$ cat src/rtl/pdf_pkg.sv
// Package: shared types for the packet deframer.
// The header structure mirrors the bit layout of the header word, so a
// plain cast of the 64-bit beat yields the decoded fields.
package pdf_pkg;

    localparam int WORD_W = 64;

    // Packet kind codes carried in the top two header bits.
    typedef enum logic [1:0] {
        KIND_DATA = 2'b00,
        KIND_FLOW = 2'b01,
        KIND_CMD  = 2'b10,
        KIND_RESP = 2'b11
    } pkt_kind_e;

    // Decoded header word, most significant field first.
    typedef struct packed {
        pkt_kind_e   kind;
        logic        has_time;
        logic        eob;
        logic [11:0] seq;
        logic [15:0] len;
        logic [15:0] src;
        logic [15:0] dst;
    } hdr_fields_t;

    // Which beat of a packet the deframer expects next.
    typedef enum logic [1:0] {
        PH_HDR  = 2'b00,
        PH_TIME = 2'b01,
        PH_BODY = 2'b10
    } phase_e;

endpackage

$ cat src/rtl/pdf_phase_ctrl.sv
// Module: pdf_phase_ctrl
// Tracks which beat of a packet is expected: the header, the timestamp or the payload.
// It produces the capture enables and a registered strobe once the header section
// of a packet is complete.
// Assumes: `beat` is the accepted-beat handshake (valid and ready both high).
module pdf_phase_ctrl
    import pdf_pkg::*;
(
    input  logic   clk,
    input  logic   rst_n,
    input  logic   beat,
    input  logic   beat_last,
    input  logic   beat_time_flag,
    output phase_e phase,
    output logic   hdr_take,
    output logic   time_take,
    output logic   meta_done
);

    phase_e phase_q;
    phase_e phase_d;
    logic   meta_done_q;

    assign phase     = phase_q;
    assign hdr_take  = beat && (phase_q == PH_HDR);
    assign time_take = beat && (phase_q == PH_TIME);
    assign meta_done = meta_done_q;

    // Next-phase selection from the current phase and the accepted beat.
    always_comb begin
        phase_d = phase_q;
        if (beat) begin
            unique case (phase_q)
                PH_HDR:  phase_d = beat_last ? PH_HDR : (beat_time_flag ? PH_TIME : PH_BODY);
                PH_TIME: phase_d = beat_last ? PH_HDR : PH_BODY;
                PH_BODY: phase_d = beat_last ? PH_HDR : PH_BODY;
                default: phase_d = PH_HDR;
            endcase
        end
    end

    // Phase register with synchronous active-low reset.
    always_ff @(posedge clk) begin
        if (!rst_n) phase_q <= PH_HDR;
        else        phase_q <= phase_d;
    end

    // Strobe one cycle after the last header-section beat is accepted.
    always_ff @(posedge clk) begin
        if (!rst_n) meta_done_q <= 1'b0;
        else        meta_done_q <= (hdr_take && (beat_last || !beat_time_flag)) || time_take;
    end

endmodule

$ cat src/rtl/pdf_hdr_capture.sv
// Module: pdf_hdr_capture
// Holds the decoded header fields and the timestamp of the current packet.
// Assumes: `hdr_take` and `time_take` are never high together.
// A header clears the timestamp to zero, so a packet without a timestamp reads zero.
module pdf_hdr_capture
    import pdf_pkg::*;
(
    input  logic              clk,
    input  logic              rst_n,
    input  logic              hdr_take,
    input  logic              time_take,
    input  logic [WORD_W-1:0] word,
    output hdr_fields_t       fields,
    output logic [WORD_W-1:0] stamp
);

    hdr_fields_t       fields_q;
    logic [WORD_W-1:0] stamp_q;

    assign fields = fields_q;
    assign stamp  = stamp_q;

    // Field register, loaded from the header beat.
    always_ff @(posedge clk) begin
        if (!rst_n)        fields_q <= '0;
        else if (hdr_take) fields_q <= hdr_fields_t'(word);
    end

    // Timestamp register, cleared by a header and loaded by the timestamp beat.
    always_ff @(posedge clk) begin
        if (!rst_n)         stamp_q <= '0;
        else if (hdr_take)  stamp_q <= '0;
        else if (time_take) stamp_q <= word;
    end

endmodule

$ cat src/rtl/pdf_len_check.sv
// Module: pdf_len_check
// Counts the accepted beats of a packet and compares the total with the byte
// length from the header.
// Assumes: CNT_W >= 14, so that a saturated count can never look like a valid 16-bit length.
// The flag is combinational and is high only while the final beat is being accepted.
module pdf_len_check #(
    parameter int CNT_W = 16
) (
    input  logic        clk,
    input  logic        rst_n,
    input  logic        beat,
    input  logic        beat_last,
    input  logic        at_hdr,
    input  logic [15:0] live_len,
    input  logic [15:0] held_len,
    output logic        len_err
);

    localparam int BYTE_W = CNT_W + 3;
    localparam logic [CNT_W-1:0] CNT_MAX = {CNT_W{1'b1}};

    logic [CNT_W-1:0]  cnt_q;
    logic [CNT_W-1:0]  total;
    logic [BYTE_W-1:0] bytes;
    logic [BYTE_W-1:0] want;
    logic              fits;

    // Beats so far including the current one, saturating at the top.
    always_comb begin
        if (at_hdr)              total = CNT_W'(1);
        else if (cnt_q == CNT_MAX) total = cnt_q;
        else                     total = cnt_q + CNT_W'(1);
    end

    // Byte comparison: accept a whole count of words or a last word four bytes short.
    always_comb begin
        bytes = {total, 3'b000};
        want  = BYTE_W'(at_hdr ? live_len : held_len);
        fits  = (bytes == want) || (bytes == want + BYTE_W'(4));
    end

    assign len_err = beat && beat_last && !fits;

    // Beat counter, cleared at the end of each packet.
    always_ff @(posedge clk) begin
        if (!rst_n)        cnt_q <= '0;
        else if (beat)     cnt_q <= beat_last ? '0 : total;
    end

endmodule

$ cat src/rtl/pkt_deframer.sv
// Module: pkt_deframer (top)
// Strips the header word, and the timestamp word when the header asks for one,
// from 64-bit stream packets. The decoded fields are reported with a strobe, and
// the payload is forwarded unbuffered.
// Assumes: the upstream source follows AXI4-Stream rules (data held while not accepted).
module pkt_deframer
    import pdf_pkg::*;
#(
    parameter int CNT_W = 16
) (
    input  logic        clk,
    input  logic        rst_n,
    input  logic [63:0] in_tdata,
    input  logic        in_tvalid,
    input  logic        in_tlast,
    output logic        in_tready,
    output logic [63:0] out_tdata,
    output logic        out_tvalid,
    output logic        out_tlast,
    input  logic        out_tready,
    output logic        hdr_valid,
    output logic [1:0]  hdr_kind,
    output logic        hdr_has_time,
    output logic        hdr_eob,
    output logic [11:0] hdr_seq,
    output logic [15:0] hdr_len,
    output logic [15:0] hdr_src,
    output logic [15:0] hdr_dst,
    output logic [63:0] hdr_time,
    output logic        len_err
);

    phase_e      phase;
    logic        beat;
    logic        in_body;
    logic        hdr_take;
    logic        time_take;
    hdr_fields_t fields;
    hdr_fields_t live_hdr;

    assign live_hdr = hdr_fields_t'(in_tdata);
    assign in_body  = (phase == PH_BODY);

    // Ready is held high for header and timestamp beats, and follows downstream in the body.
    assign in_tready = in_body ? out_tready : 1'b1;
    assign beat      = in_tvalid && in_tready;

    // Payload passes straight through while in the body.
    assign out_tvalid = in_tvalid && in_body;
    assign out_tdata  = in_tdata;
    assign out_tlast  = in_tlast;

    pdf_phase_ctrl u_phase (
        .clk            (clk),
        .rst_n          (rst_n),
        .beat           (beat),
        .beat_last      (in_tlast),
        .beat_time_flag (live_hdr.has_time),
        .phase          (phase),
        .hdr_take       (hdr_take),
        .time_take      (time_take),
        .meta_done      (hdr_valid)
    );

    pdf_hdr_capture u_capture (
        .clk       (clk),
        .rst_n     (rst_n),
        .hdr_take  (hdr_take),
        .time_take (time_take),
        .word      (in_tdata),
        .fields    (fields),
        .stamp     (hdr_time)
    );

    pdf_len_check #(.CNT_W(CNT_W)) u_len (
        .clk       (clk),
        .rst_n     (rst_n),
        .beat      (beat),
        .beat_last (in_tlast),
        .at_hdr    (phase == PH_HDR),
        .live_len  (live_hdr.len),
        .held_len  (fields.len),
        .len_err   (len_err)
    );

    assign hdr_kind     = fields.kind;
    assign hdr_has_time = fields.has_time;
    assign hdr_eob      = fields.eob;
    assign hdr_seq      = fields.seq;
    assign hdr_len      = fields.len;
    assign hdr_src      = fields.src;
    assign hdr_dst      = fields.dst;

endmodule

$ cat config.mk
export PLATFORM = sky130hd
export DESIGN_NAME = pkt_deframer
export DESIGN_NICKNAME = d
export VERILOG_FILES = /design/src/rtl/pdf_pkg.sv /design/src/rtl/pdf_phase_ctrl.sv /design/src/rtl/pdf_hdr_capture.sv /design/src/rtl/pdf_len_check.sv /design/src/rtl/pkt_deframer.sv
export SDC_FILE = /design/constraint.sdc
export NUM_CORES = 1
export LEC_CHECK = 0
export ABC_AREA = 1
export BUFFER_PORTS_ARGS = -buffer_cell sky130_fd_sc_hd__buf_4
export CAP_MARGIN = 15
export CORE_MARGIN = 2
export CORE_UTILIZATION = 51
export CTS_CLUSTER_SIZE = 14
export DETAILED_ROUTE_END_ITERATION = 12
export GPL_TIMING_DRIVEN = 1
export PLACE_DENSITY = 0.81
export SLEW_MARGIN = 10
export SYNTH_ARGS = -nofsm -noshare
export SYNTH_HDL_FRONTEND = slang
export SYNTH_HIERARCHICAL = 1
export SYNTH_SLANG_ARGS = --single-unit
$ cat constraint.sdc
create_clock -name clk -period 2.97 [get_ports clk]
set_input_delay 0.594 -clock clk [delete_from_list [all_inputs] [get_ports clk]]
set_output_delay 0.594 -clock clk [all_outputs]
set_load 0.05 [all_outputs]
==> results_dict.tcl <==
set metrics [dict create \
    clk_path_buf_depth 2 \
    crit_top_cell "nand2_1" \
    maxCapViolCount 0 \
    crit_type "reg -> out" \
    final_net_count 1387 \
    finalPower_uw 5700 \
    start_util_pct 52.0 \
    dpl.hpwl_microns 17200 \
    max_freq_mhz 318 \
    grt_usage_pct 30.2 \
    startpoint_type "flip-flop" \
    first_pass_iters 5 \
    yosys.area.top_type "dfxtp_1" \
    synth.top_cell.area_share_pct 39.1 \
    final.setup.worst_slack_ns -0.175 \
    instances_no_fill 1509 \
    reg2reg_from "u_phase/phase[0]$_SDFFE_PN0P_" \
    synth.yosys.seq_area_share_pct 39.1 \
    gr-total-overflow 0 \
    clock_sinks 147 \
    hold_ws_ns 0.401 \
    die_area_sq_um 15800 \
    diodes 0 \
    fin_skew_ns 0.00744 \
    vias 7906 \
    clkLatencyLatePin_ns 0.43 \
    crit_required_ns 2.38 \
    syn_nets 1183 \
    io_buffers 265 \
    dp.cells 1472 \
    wl_per_cell_microns 16.3 \
    gp_congestion 0.942 \
    antenna_found_initial 0 \
    endpoint_kind "output port" \
    routed_via_density 5.24 \
    min-delay-start "in_tdata[12]" \
    io_pins 266 \
    numCtsBuffers 17 \
    synthFlopType "dfxtp_1" \
    syn_area_per_cell_sq_um 6.79 \
    ant_nets 0 \
    path_cells "ha_4 > nand2_2 > nor2_4 > nand2_2 > nor2_4 > buf_4 > o21bai_2 > nand2_1 > nand2_1 > nor2_1 > nand2_1 > nor2_1 > nand3_1 > nand2_1 > nor2_2 > buf_6" \
    cts_root_buffer "clkbuf_16" \
    drv_slew 0 \
    drive_above_1_share_pct 31.5 \
    grt_pass1_vias 7542 \
    pre_cts_slack_ns 0.0568 \
    violations "setup timing" \
    cts_tree "done" \
    wl_microns 24600 \
    synthCells 1109 \
    hold_path_class "in -> reg" \
    drt_iter0_drc 585 \
    rsz0062_at_grt "true" \
    die_h_microns 126 \
    cts_hold_buf 0 \
    slew_headroom_pct 50.1 \
    cp.arrival_ns 2.55 \
    grt_max_degree 67 \
    syn_area_sq_um 7530 \
    synth-seq-cells 147 \
    synth_edf_count 0 \
    clkTransAtPathRegs_ns 0.06 \
    finalCriticalPeriod_ns 3.14 \
    hold_viol_final 0 \
    peakVddDrop_uv 369 \
    yosys.cell_count.top_type "nand2_1" \
    synth_common_cells "nand2_1, nor2_1, dfxtp_1" \
    final_core_util_pct 69.1 \
    fin_crit_sh_pct 106 \
    finalSetupViolCount 1 \
    ys_warn_count 6 \
    drc_errors 0 \
    crit_slowest_cell "dfxtp_2" \
    synth_area_leaders "dfxtp_1, nand2_1, nor2_1" \
    status "complete, but fails checks" \
    area_delta_synth_final_pct 32.8 \
    synth_cell_type_count 39 \
    worstMarginPinSlew_ns 0.748 \
    synthArstFlopShare_pct 0 \
    num_rows 44 \
    die-width_microns 126 \
    power.density_nw_per_um2 570 \
    grt_first_pass_wirelength_microns 38400 \
    critPathLaunch "u_len/cnt_q[1]$_SDFFE_PN0P_" \
    path_max_fanout 6 \
    max_stage_delay_ns 0.35 \
    htreeDepth 4 \
    core_area_sq_um 14500 \
    cellLeakagePower_uw 0.00463 \
]
## layout by cell type (no fill, tap or decap), types with 5 or more instances in the layout
| master | n |
|---|---|
| a21oi_1 | 84 |
| clkbuf_16 | 17 |
| nand2_2 | 28 |
| nor2_2 | 7 |
| nor2_1 | 167 |
| inv_2 | 7 |
| buf_4 | 292 |
| dfxtp_1 | 142 |
| o21ai_0 | 10 |
| nand3_2 | 8 |
| inv_1 | 53 |
| o21ai_1 | 58 |
| nand3_1 | 45 |
| nand2_1 | 319 |
| nor2_4 | 13 |
| nand2_4 | 6 |
| dfxtp_2 | 5 |
| nand4_1 | 9 |
## state kept, by name, indices dropped and copies added (netlist names)
name / cells
u_capture/fields: 64
u_capture/stamp: 64
u_len/cnt_q: 16
u_phase/meta_done: 1
u_phase/phase: 2
## path summary, 6_finish.rpt
| kind | endpoint | slack, ns | cells past startpoint |
|---|---|---|---|
| max | len_err | -0.17 | 16 |
| min | u_capture/fields[12]$_SDFFE_PN0P_ | 0.40 | 3 |
| max reg2reg | u_capture/stamp[24]$_SDFFE_PP0P_ | 0.91 | 11 |
| min reg2reg | u_capture/stamp[48]$_SDFFE_PP0P_ | 0.46 | 2 |
## metrics by stage
step	area (sq um)	setup TNS, ns
after floorplan	7540	0
after global placement	9210	0
after detailed placement	9210	0
after CTS	9970	-0.117
after global routing	10000	-0.303
final	10000	-0.175
## final cells by class
| cell class | count | area, sq um |
|---|---|---|
| fill | 1202 | 4470 |
| multi-input combinational | 784 | 3700 |
| sequential | 147 | 2950 |
| timing repair buffer | 300 | 2320 |
| clock buffer | 19 | 433 |
| inverter | 63 | 244 |
| tap | 184 | 230 |
| clock inverter | 12 | 134 |
## metal layers
| layer | part of all wire (%) | wire length, microns | track usage (%) | up-vias |
|---|---|---|---|---|
| met5 | 0 | 0 | 0 | - |
| met4 | 3.5 | 854 | 12.7 | 0 |
| met3 | 8.3 | 2040 | 8.64 | 73 |
| met2 | 49 | 12100 | 51.2 | 319 |
| met1 | 39 | 9660 | 35.9 | 3678 |
| li1 | - | - | - | 3836 |
## where the power goes
part	leakage, uW	internal [uW]	switching, uW
logic	0.00316	428	1030
registers	0.00120	2070	62.9
clock network	0.000267	1230	875
## cell families (layout without fill, tap and decap cells)
logic type	after synthesis	in the layout	synth area share, %
AND/OR/NAND/NOR	614	614	34.7
buffers and inverters	178	394	13.9
AO/OA/AOI/OAI	159	159	10.8
flip-flops	147	147	39.1
XOR/XNOR	6	6	0.698
adder cells (fa/ha/maj)	5	5	0.830
## repair_timing
action | in CTS | in global routing
setup buffers | 4 | 2
pin swaps | 12 | 7
setup endpoints to repair | 1 | 1
gates resized for setup | 39 | 6
## worst max-delay path: cells and delay by family, from the launching register on
kind                       cells  cell delay, ns
buffers and inverters          2            0.30
adders and majority gates      1            0.16
DFF                            1            0.35
and+or+nand+nor               12            1.22
AOI/OAI and AO/OA              1            0.10
Note: power is estimated with default switching activity, not from simulation.
